## config.mk

```make
export PLATFORM = sky130hd
export DESIGN_NAME = tri_add_unit
export DESIGN_NICKNAME = d
export VERILOG_FILES = /design/src/rtl/tri_add_pkg.sv /design/src/rtl/tri_add_decode.sv /design/src/rtl/tri_add_operand.sv /design/src/rtl/tri_add_core.sv /design/src/rtl/tri_add_unit.sv
export SDC_FILE = /design/constraint.sdc
export NUM_CORES = 1
export LEC_CHECK = 0
export ABC_CLOCK_PERIOD_IN_PS = 12610
export BUFFER_PORTS_ARGS = -buffer_cell sky130_fd_sc_hd__buf_2
export CAP_MARGIN = 20
export CORE_ASPECT_RATIO = 0.9
export CORE_MARGIN = 10
export CORE_UTILIZATION = 59
export CTS_BUF_LIST = sky130_fd_sc_hd__clkbuf_2
export DETAILED_ROUTE_END_ITERATION = 16
export PLACE_DENSITY_LB_ADDON = 0.1
export SETUP_SLACK_MARGIN = 0.3
export SKIP_CTS_REPAIR_TIMING = 1
export SYNTH_ARGS = -nofsm -noshare
export SYNTH_HDL_FRONTEND = slang
export SYNTH_HIERARCHICAL = 1
export SYNTH_SLANG_ARGS = --single-unit
```

## constraint.sdc

```tcl
create_clock -name clk -period 12.61 [get_ports clk]
set_clock_uncertainty 0.15 [all_clocks]
set_input_delay 0.6305 -clock clk [delete_from_list [all_inputs] [get_ports clk]]
set_output_delay 0.6305 -clock clk [all_outputs]
set_load 0.05 [all_outputs]
```

## src/rtl/tri_add_pkg.sv

```systemverilog
// Shared definitions for the three-operand adder unit.
// Holds the instruction field positions and the decoded control record.
package tri_add_pkg;

    localparam int CC_BIT     = 47;
    localparam int EXT_BIT    = 48;
    localparam int NEG_A_BIT  = 51;  // B and C follow at descending bits
    localparam int SHIFT_LSB  = 37;
    localparam int HALF_A_LSB = 35;  // B and C follow two bits lower each
    localparam int N_OPND     = 3;

    typedef enum logic [1:0] {
        SH_NONE  = 2'd0,
        SH_RIGHT = 2'd1,
        SH_LEFT  = 2'd2,
        SH_RSVD  = 2'd3
    } shift_e;

    typedef enum logic [1:0] {
        HALF_FULL = 2'd0,
        HALF_LO   = 2'd1,
        HALF_HI   = 2'd2,
        HALF_RSVD = 2'd3
    } half_e;

    typedef struct packed {
        logic                        cc;
        logic                        ext;
        logic [N_OPND-1:0]           neg;   // index 0 = A, 1 = B, 2 = C
        logic [1:0]                  shift;
        logic [N_OPND-1:0][1:0]      half;  // index 0 = A, 1 = B, 2 = C
        logic                        illegal;
    } ctrl_t;

endpackage

```

## src/rtl/tri_add_decode.sv

```systemverilog
// Instruction field decoder.
// Extracts the control bits and flags illegal combinations.
// Assumes the instruction word is stable while in_valid is high.
module tri_add_decode
    import tri_add_pkg::*;
#(
    parameter int INSN_W = 64
) (
    input  logic [INSN_W-1:0] instr,
    input  logic              reg_form,
    output ctrl_t             ctrl
);

    logic any_rsvd_half;

    // Pull fields; non-register forms see shift 0 and full halves.
    always_comb begin
        ctrl         = '0;
        ctrl.cc      = instr[CC_BIT];
        ctrl.ext     = instr[EXT_BIT];
        for (int i = 0; i < N_OPND; i++) begin
            ctrl.neg[i]  = instr[NEG_A_BIT - i];
            ctrl.half[i] = reg_form ? instr[HALF_A_LSB - 2*i +: 2] : HALF_FULL;
        end
        ctrl.shift   = reg_form ? instr[SHIFT_LSB +: 2] : SH_NONE;
        ctrl.illegal = 1'b0;
        ctrl.illegal = (ctrl.ext && (ctrl.shift == SH_RIGHT))
                     || (ctrl.ext && ctrl.cc)
                     || (ctrl.shift == SH_RSVD)
                     || any_rsvd_half;
    end

    // Detect a reserved half code on any operand.
    always_comb begin
        any_rsvd_half = 1'b0;
        for (int i = 0; i < N_OPND; i++) begin
            if (reg_form && (instr[HALF_A_LSB - 2*i +: 2] == HALF_RSVD)) begin
                any_rsvd_half = 1'b1;
            end
        end
    end

endmodule

```

## src/rtl/tri_add_operand.sv

```systemverilog
// Operand conditioner: half-word pick, then optional two's-complement negate.
// Assumes the reserved half code has been trapped by the decoder.
module tri_add_operand
    import tri_add_pkg::*;
#(
    parameter int DATA_W = 32
) (
    input  logic [DATA_W-1:0] raw,
    input  logic [1:0]        half_sel,
    input  logic              neg,
    output logic [DATA_W-1:0] value
);

    localparam int HALF_W = DATA_W / 2;

    logic [DATA_W-1:0] picked;

    // Choose the whole word or one zero-extended half.
    always_comb begin
        case (half_sel)
            HALF_LO: picked = {{HALF_W{1'b0}}, raw[HALF_W-1:0]};
            HALF_HI: picked = {{HALF_W{1'b0}}, raw[DATA_W-1:HALF_W]};
            default: picked = raw;
        endcase
    end

    // Negate after the half pick.
    always_comb begin
        value = neg ? (~picked + {{(DATA_W-1){1'b0}}, 1'b1}) : picked;
    end

endmodule

```

## src/rtl/tri_add_core.sv

```systemverilog
// Arithmetic core: A+B (+carry), shift of the partial sum, add C, flags.
// Assumes operands are already conditioned; illegal cases are masked by the caller.
module tri_add_core
    import tri_add_pkg::*;
#(
    parameter int DATA_W = 32
) (
    input  logic [DATA_W-1:0] op_a,
    input  logic [DATA_W-1:0] op_b,
    input  logic [DATA_W-1:0] op_c,
    input  logic              ext,
    input  logic              carry_in,
    input  logic [1:0]        shift,
    output logic [DATA_W-1:0] sum,
    output logic              z,
    output logic              s,
    output logic              c,
    output logic              o
);

    localparam int SH_AMT = DATA_W / 2;
    localparam logic [DATA_W-1:0] FIXUP = DATA_W'(1) << SH_AMT;

    logic [DATA_W:0]   ab_wide;
    logic [DATA_W-1:0] part;
    logic [DATA_W-1:0] shifted;
    logic [DATA_W:0]   fin_wide;
    logic              fin_ovf;

    // First stage: A+B with optional carry in.
    always_comb begin
        ab_wide = {1'b0, op_a} + {1'b0, op_b};
        part    = ab_wide[DATA_W-1:0] + {{(DATA_W-1){1'b0}}, ext & carry_in};
    end

    // Shift stage with recovery of the A+B carry for right shifts.
    always_comb begin
        case (shift)
            SH_RIGHT: shifted = (part >> SH_AMT) + (ab_wide[DATA_W] ? FIXUP : '0);
            SH_LEFT:  shifted = part << SH_AMT;
            default:  shifted = part;
        endcase
    end

    // Final addition and flags.
    always_comb begin
        fin_wide = {1'b0, shifted} + {1'b0, op_c};
        sum      = fin_wide[DATA_W-1:0];
        fin_ovf  = (shifted[DATA_W-1] == op_c[DATA_W-1])
                && (sum[DATA_W-1] != op_c[DATA_W-1]);
        z        = (sum == '0);
        s        = sum[DATA_W-1];
        c        = fin_wide[DATA_W];
        o        = fin_ovf || (part < op_a);
    end

endmodule

```

## src/rtl/tri_add_unit.sv

```systemverilog
// Top of the three-operand adder unit.
// Decodes, conditions operands, adds, and registers outputs one cycle later.
// Holds the four condition flags as state; assumes resolved operands at input.
module tri_add_unit
    import tri_add_pkg::*;
#(
    parameter int DATA_W = 32,
    parameter int INSN_W = 64,
    parameter int DEST_W = 8
) (
    input  logic              clk,
    input  logic              rst_n,
    input  logic              in_valid,
    input  logic [INSN_W-1:0] instr,
    input  logic              reg_form,
    input  logic [DATA_W-1:0] opnd_a,
    input  logic [DATA_W-1:0] opnd_b,
    input  logic [DATA_W-1:0] opnd_c,
    input  logic              carry_in,
    output logic              out_valid,
    output logic [DATA_W-1:0] result,
    output logic [DEST_W-1:0] dest_idx,
    output logic              wr_en,
    output logic              illegal,
    output logic              flag_zero,
    output logic              flag_sign,
    output logic              flag_carry,
    output logic              flag_ovf
);

    ctrl_t                          ctrl;
    logic [N_OPND-1:0][DATA_W-1:0]  raw_arr;
    logic [N_OPND-1:0][DATA_W-1:0]  cond_arr;
    logic [DATA_W-1:0]              core_sum;
    logic                           core_z, core_s, core_c, core_o;

    tri_add_decode #(.INSN_W(INSN_W)) u_decode (
        .instr    (instr),
        .reg_form (reg_form),
        .ctrl     (ctrl)
    );

    // Gather operands for the conditioning array.
    always_comb begin
        raw_arr[0] = opnd_a;
        raw_arr[1] = opnd_b;
        raw_arr[2] = opnd_c;
    end

    for (genvar i = 0; i < N_OPND; i++) begin : g_opnd
        tri_add_operand #(.DATA_W(DATA_W)) u_opnd (
            .raw      (raw_arr[i]),
            .half_sel (ctrl.half[i]),
            .neg      (ctrl.neg[i]),
            .value    (cond_arr[i])
        );
    end

    tri_add_core #(.DATA_W(DATA_W)) u_core (
        .op_a     (cond_arr[0]),
        .op_b     (cond_arr[1]),
        .op_c     (cond_arr[2]),
        .ext      (ctrl.ext),
        .carry_in (carry_in),
        .shift    (ctrl.shift),
        .sum      (core_sum),
        .z        (core_z),
        .s        (core_s),
        .c        (core_c),
        .o        (core_o)
    );

    // Output stage: register result and strobes one cycle after valid input.
    always_ff @(posedge clk) begin
        if (!rst_n) begin
            out_valid <= 1'b0;
            result    <= '0;
            dest_idx  <= '0;
            wr_en     <= 1'b0;
            illegal   <= 1'b0;
        end else begin
            out_valid <= in_valid;
            wr_en     <= in_valid && !ctrl.illegal;
            illegal   <= in_valid && ctrl.illegal;
            if (in_valid) begin
                dest_idx <= instr[DEST_W-1:0];
                result   <= ctrl.illegal ? '0 : core_sum;
            end
        end
    end

    // Flag state: written only by a legal instruction that asks for it.
    always_ff @(posedge clk) begin
        if (!rst_n) begin
            flag_zero  <= 1'b0;
            flag_sign  <= 1'b0;
            flag_carry <= 1'b0;
            flag_ovf   <= 1'b0;
        end else if (in_valid && ctrl.cc && !ctrl.illegal) begin
            flag_zero  <= core_z;
            flag_sign  <= core_s;
            flag_carry <= core_c;
            flag_ovf   <= core_o;
        end
    end

endmodule

```

==> results.cfg <==
[synth]
synth_top_area_cell = ha_1
synthMuxAreaShare_pct = 2.326
synthTopCellsByArea = ha_1 11%, dfxtp_1 7.5%, nand2_1 4.4%
synth_flop_cell = dfxtp_1
avgSynthCellArea_um2 = 7.251
syn_area_um2 = 12590
syn_nets = 2013
synth_compound_area_share_pct = 34.40
ys_seq_elements = 47
synthTopCellsByCount = 148 x nand2_1, 121 x nor2_1, 110 x ha_1
synth_edf_count = 0
synth-simple-area-share_pct = 30.01
yosys.area_share.adder_pct = 11.25
synth_most_common_cell = nand2_1
synth_xor_area_share_pct = 8.280
synth_top_family_by_area = compound AO/OA/AOI/OAI gates
seq_area_frac_synth_pct = 7.475
synth_async_sr_flop_share_pct = 0
synth.top_cell.area_share_pct = 10.93
syn_inst = 1736
ys_warn_count = 6
ys_types = 101

[placed_design]
dp_hpwl_um = 35350
portBuffers = 168
pre_cts_slack_ns = 1.448
place_congestion = 0.9997
dp.cells = 2100
placed_area_um2 = 13360

[die]
die_w_um = 174.0
coreArea_um2 = 20900
fp-row-count = 50
pin_count = 212
start_util_pct = 60.24
dieArea_um2 = 27580
die_h_um = 158.6

[pwr]
cellPowerDensity_nw_per_um2 = 162.2
p_int_mw = 0.8954
net-switching-power_mw = 1.289
p_clk_share_pct = 3.2
vdd_drop_max_uv = 79.19
sequentialPowerShare_pct = 8.4
combPwrFrac_pct = 88.4
p_leak_nw = 5.692
netSwitchingFraction_pct = 59.01

[layout]
nNetsFinal = 2100
drive_gt1_share_pct = 14.75
final.fill_count = 2012
fin_cells = 2111
utilization_pct = 64.43
fin_area_um2 = 13460
syn_to_final_growth_pct = 6.958

[timing]
tns_ns = 0
rsz0062_at_grt = false
max_freq_mhz = 93.44
min_period_over_period_pct = 84.87
layout_min_cycle_time_ns = 10.70
worst_pin_slew_ns = 1.173
hold_violations = 0
relSlewSlack_pct = 21.30
setup_viol = 0
setup_ws_ns = 1.908
slew_viol_final = 0

[job]
drv_cap = 0

[grt]
antenna_found_initial = 2
overflow = 0
grt_start_max_net_pins = 76
grt_pass1_wl_um = 68910
grt_pass1_vias = 12850
gr-usage-all-layers_pct = 29.87

[setup_path]
startpoint_type = primary input
cp_common_cell = nand2_1
crit_required_ns = 12.88
worst_ep_arrival_time_ns = 10.97
slowest_delay_ns = 0.55
cp_slowest_cell = nor4_4
reg2reg_depth = 2
path_max_fanout = 34
end_kind = register
criticalPathCategory = in2reg

[clock_tree]
htreeDepth = 2
cts_buffers = 5
clk-insertion-delay-late_ns = 0.46
clkSinkCount = 47
cts.clk_slew.worst_paths_ns = 0.27
cts_tree = built
cts_buffer_depth = 2
root_buffer = clkbuf_2

[route]
final_antenna_net_count = 0
wl_per_cell_um = 20.56
routed_wl_um = 43400
viasPerCell = 6.705
vias = 14160
drcViolationCount = 0
first_pass_iters = 8
drt-initial-drc-count = 1866

[min_path]
whs_path_depth = 3
hold_path_class = in2reg

[run_status]
outcome = finished, final reports clean
## state kept, by name, summed over array words and instances (netlist names)
name and flops:
flag_sign 1, flag_ovf 1, flag_carry 1, wr_en 1
out_valid 1, illegal 1, flag_zero 1, dest_idx 8
result 32
## power by group through the flow
stage	Combinational [mW]	Sequential, mW	Clock (mW)
2_1_floorplan	1.34	0.269	0
3_3_place_gp	1.84	0.185	0
3_5_place_dp	1.86	0.187	0
4_1_cts	1.88	0.184	0.0734
5_1_grt	2.09	0.187	0.0812
6_report	1.93	0.184	0.0703
## metrics by stage
step,power [mW],hold WS (ns)
final,2.184,0.2501
after global routing,2.355,0.1835
after CTS,2.133,0.2206
after detailed placement,2.051,0.3046
after global placement,2.023,0.3002
after floorplan,1.609,0.5217
## worst max-delay path: cells and delay by family
kind / cells / cell delay [ns]
adder cells (fa/ha/maj): 4 / 1.27
buffers and inverters: 4 / 0.53
multiplexers: 2 / 0.52
AND/OR/NAND/NOR: 16 / 4.64
AO/OA/AOI/OAI: 10 / 2.83
XOR/XNOR: 2 / 0.49
## final cells by class
type | count | area, um2 | area share (%)
clock buffers | 5 | 25.02 | 0.1859
multi-input cells | 1510 | 10860 | 80.66
repair buffers | 178 | 948.4 | 7.045
diodes | 1 | 2.502 | 0.01859
clock inverters | 3 | 25.02 | 0.1859
inverters | 81 | 304.0 | 2.258
well taps | 286 | 357.8 | 2.658
flip-flops and latches | 47 | 940.9 | 6.989
## layer usage
layer	track usage (%)	share of wire (%)	routed length (um)	up-vias
li1	-	-	-	6744
met1	43.30	45	19700	6581
met2	45.26	42	18130	777
met3	5.731	11	4907	51
met4	4.717	1.5	651	2
met5	0	0.028	12	-
## logic make-up after synthesis
logic type               after synthesis
AND/OR/NAND/NOR                      660
AO/OA/AOI/OAI                        590
buffers and inverters                179
XOR/XNOR                             119
adder cells (fa/ha/maj)              112
flip-flops                            47
multiplexers                          29
## placed cells by master (no fill, tap or decap), types with 12 or more instances in the layout
cell type and count:
buf_2 168, and3_1 13, a22oi_1 43, xor2_1 56
o22ai_1 23, a21oi_1 103, nand3b_1 44, ha_1 110
xnor2_1 63, nor3_1 34, a22o_1 43, and2_1 28
a21boi_1 24, or3_1 13, nand3_1 36, nand2b_1 54
o31ai_1 12, inv_1 78, nor4_1 34, dfxtp_1 47
o21a_1 12, a21o_1 40, mux2i_1 27, nand4_1 19
nor2b_1 30, o211ai_1 18, nand2_1 148, a211oi_1 22
o21bai_1 13, a31oi_1 28, o21ai_0 75, or2_2 13
nor2_1 121
## worst paths after layout
kind,start,end,slack (ns)
max,reg_form,flag_zero,1.91
min,instr[7],dest_idx[7],0.25
max reg2reg,result[5],result[5],11.79
min reg2reg,result[2],result[2],0.33
No activity file was read; power rests on OpenSTA's default activity.
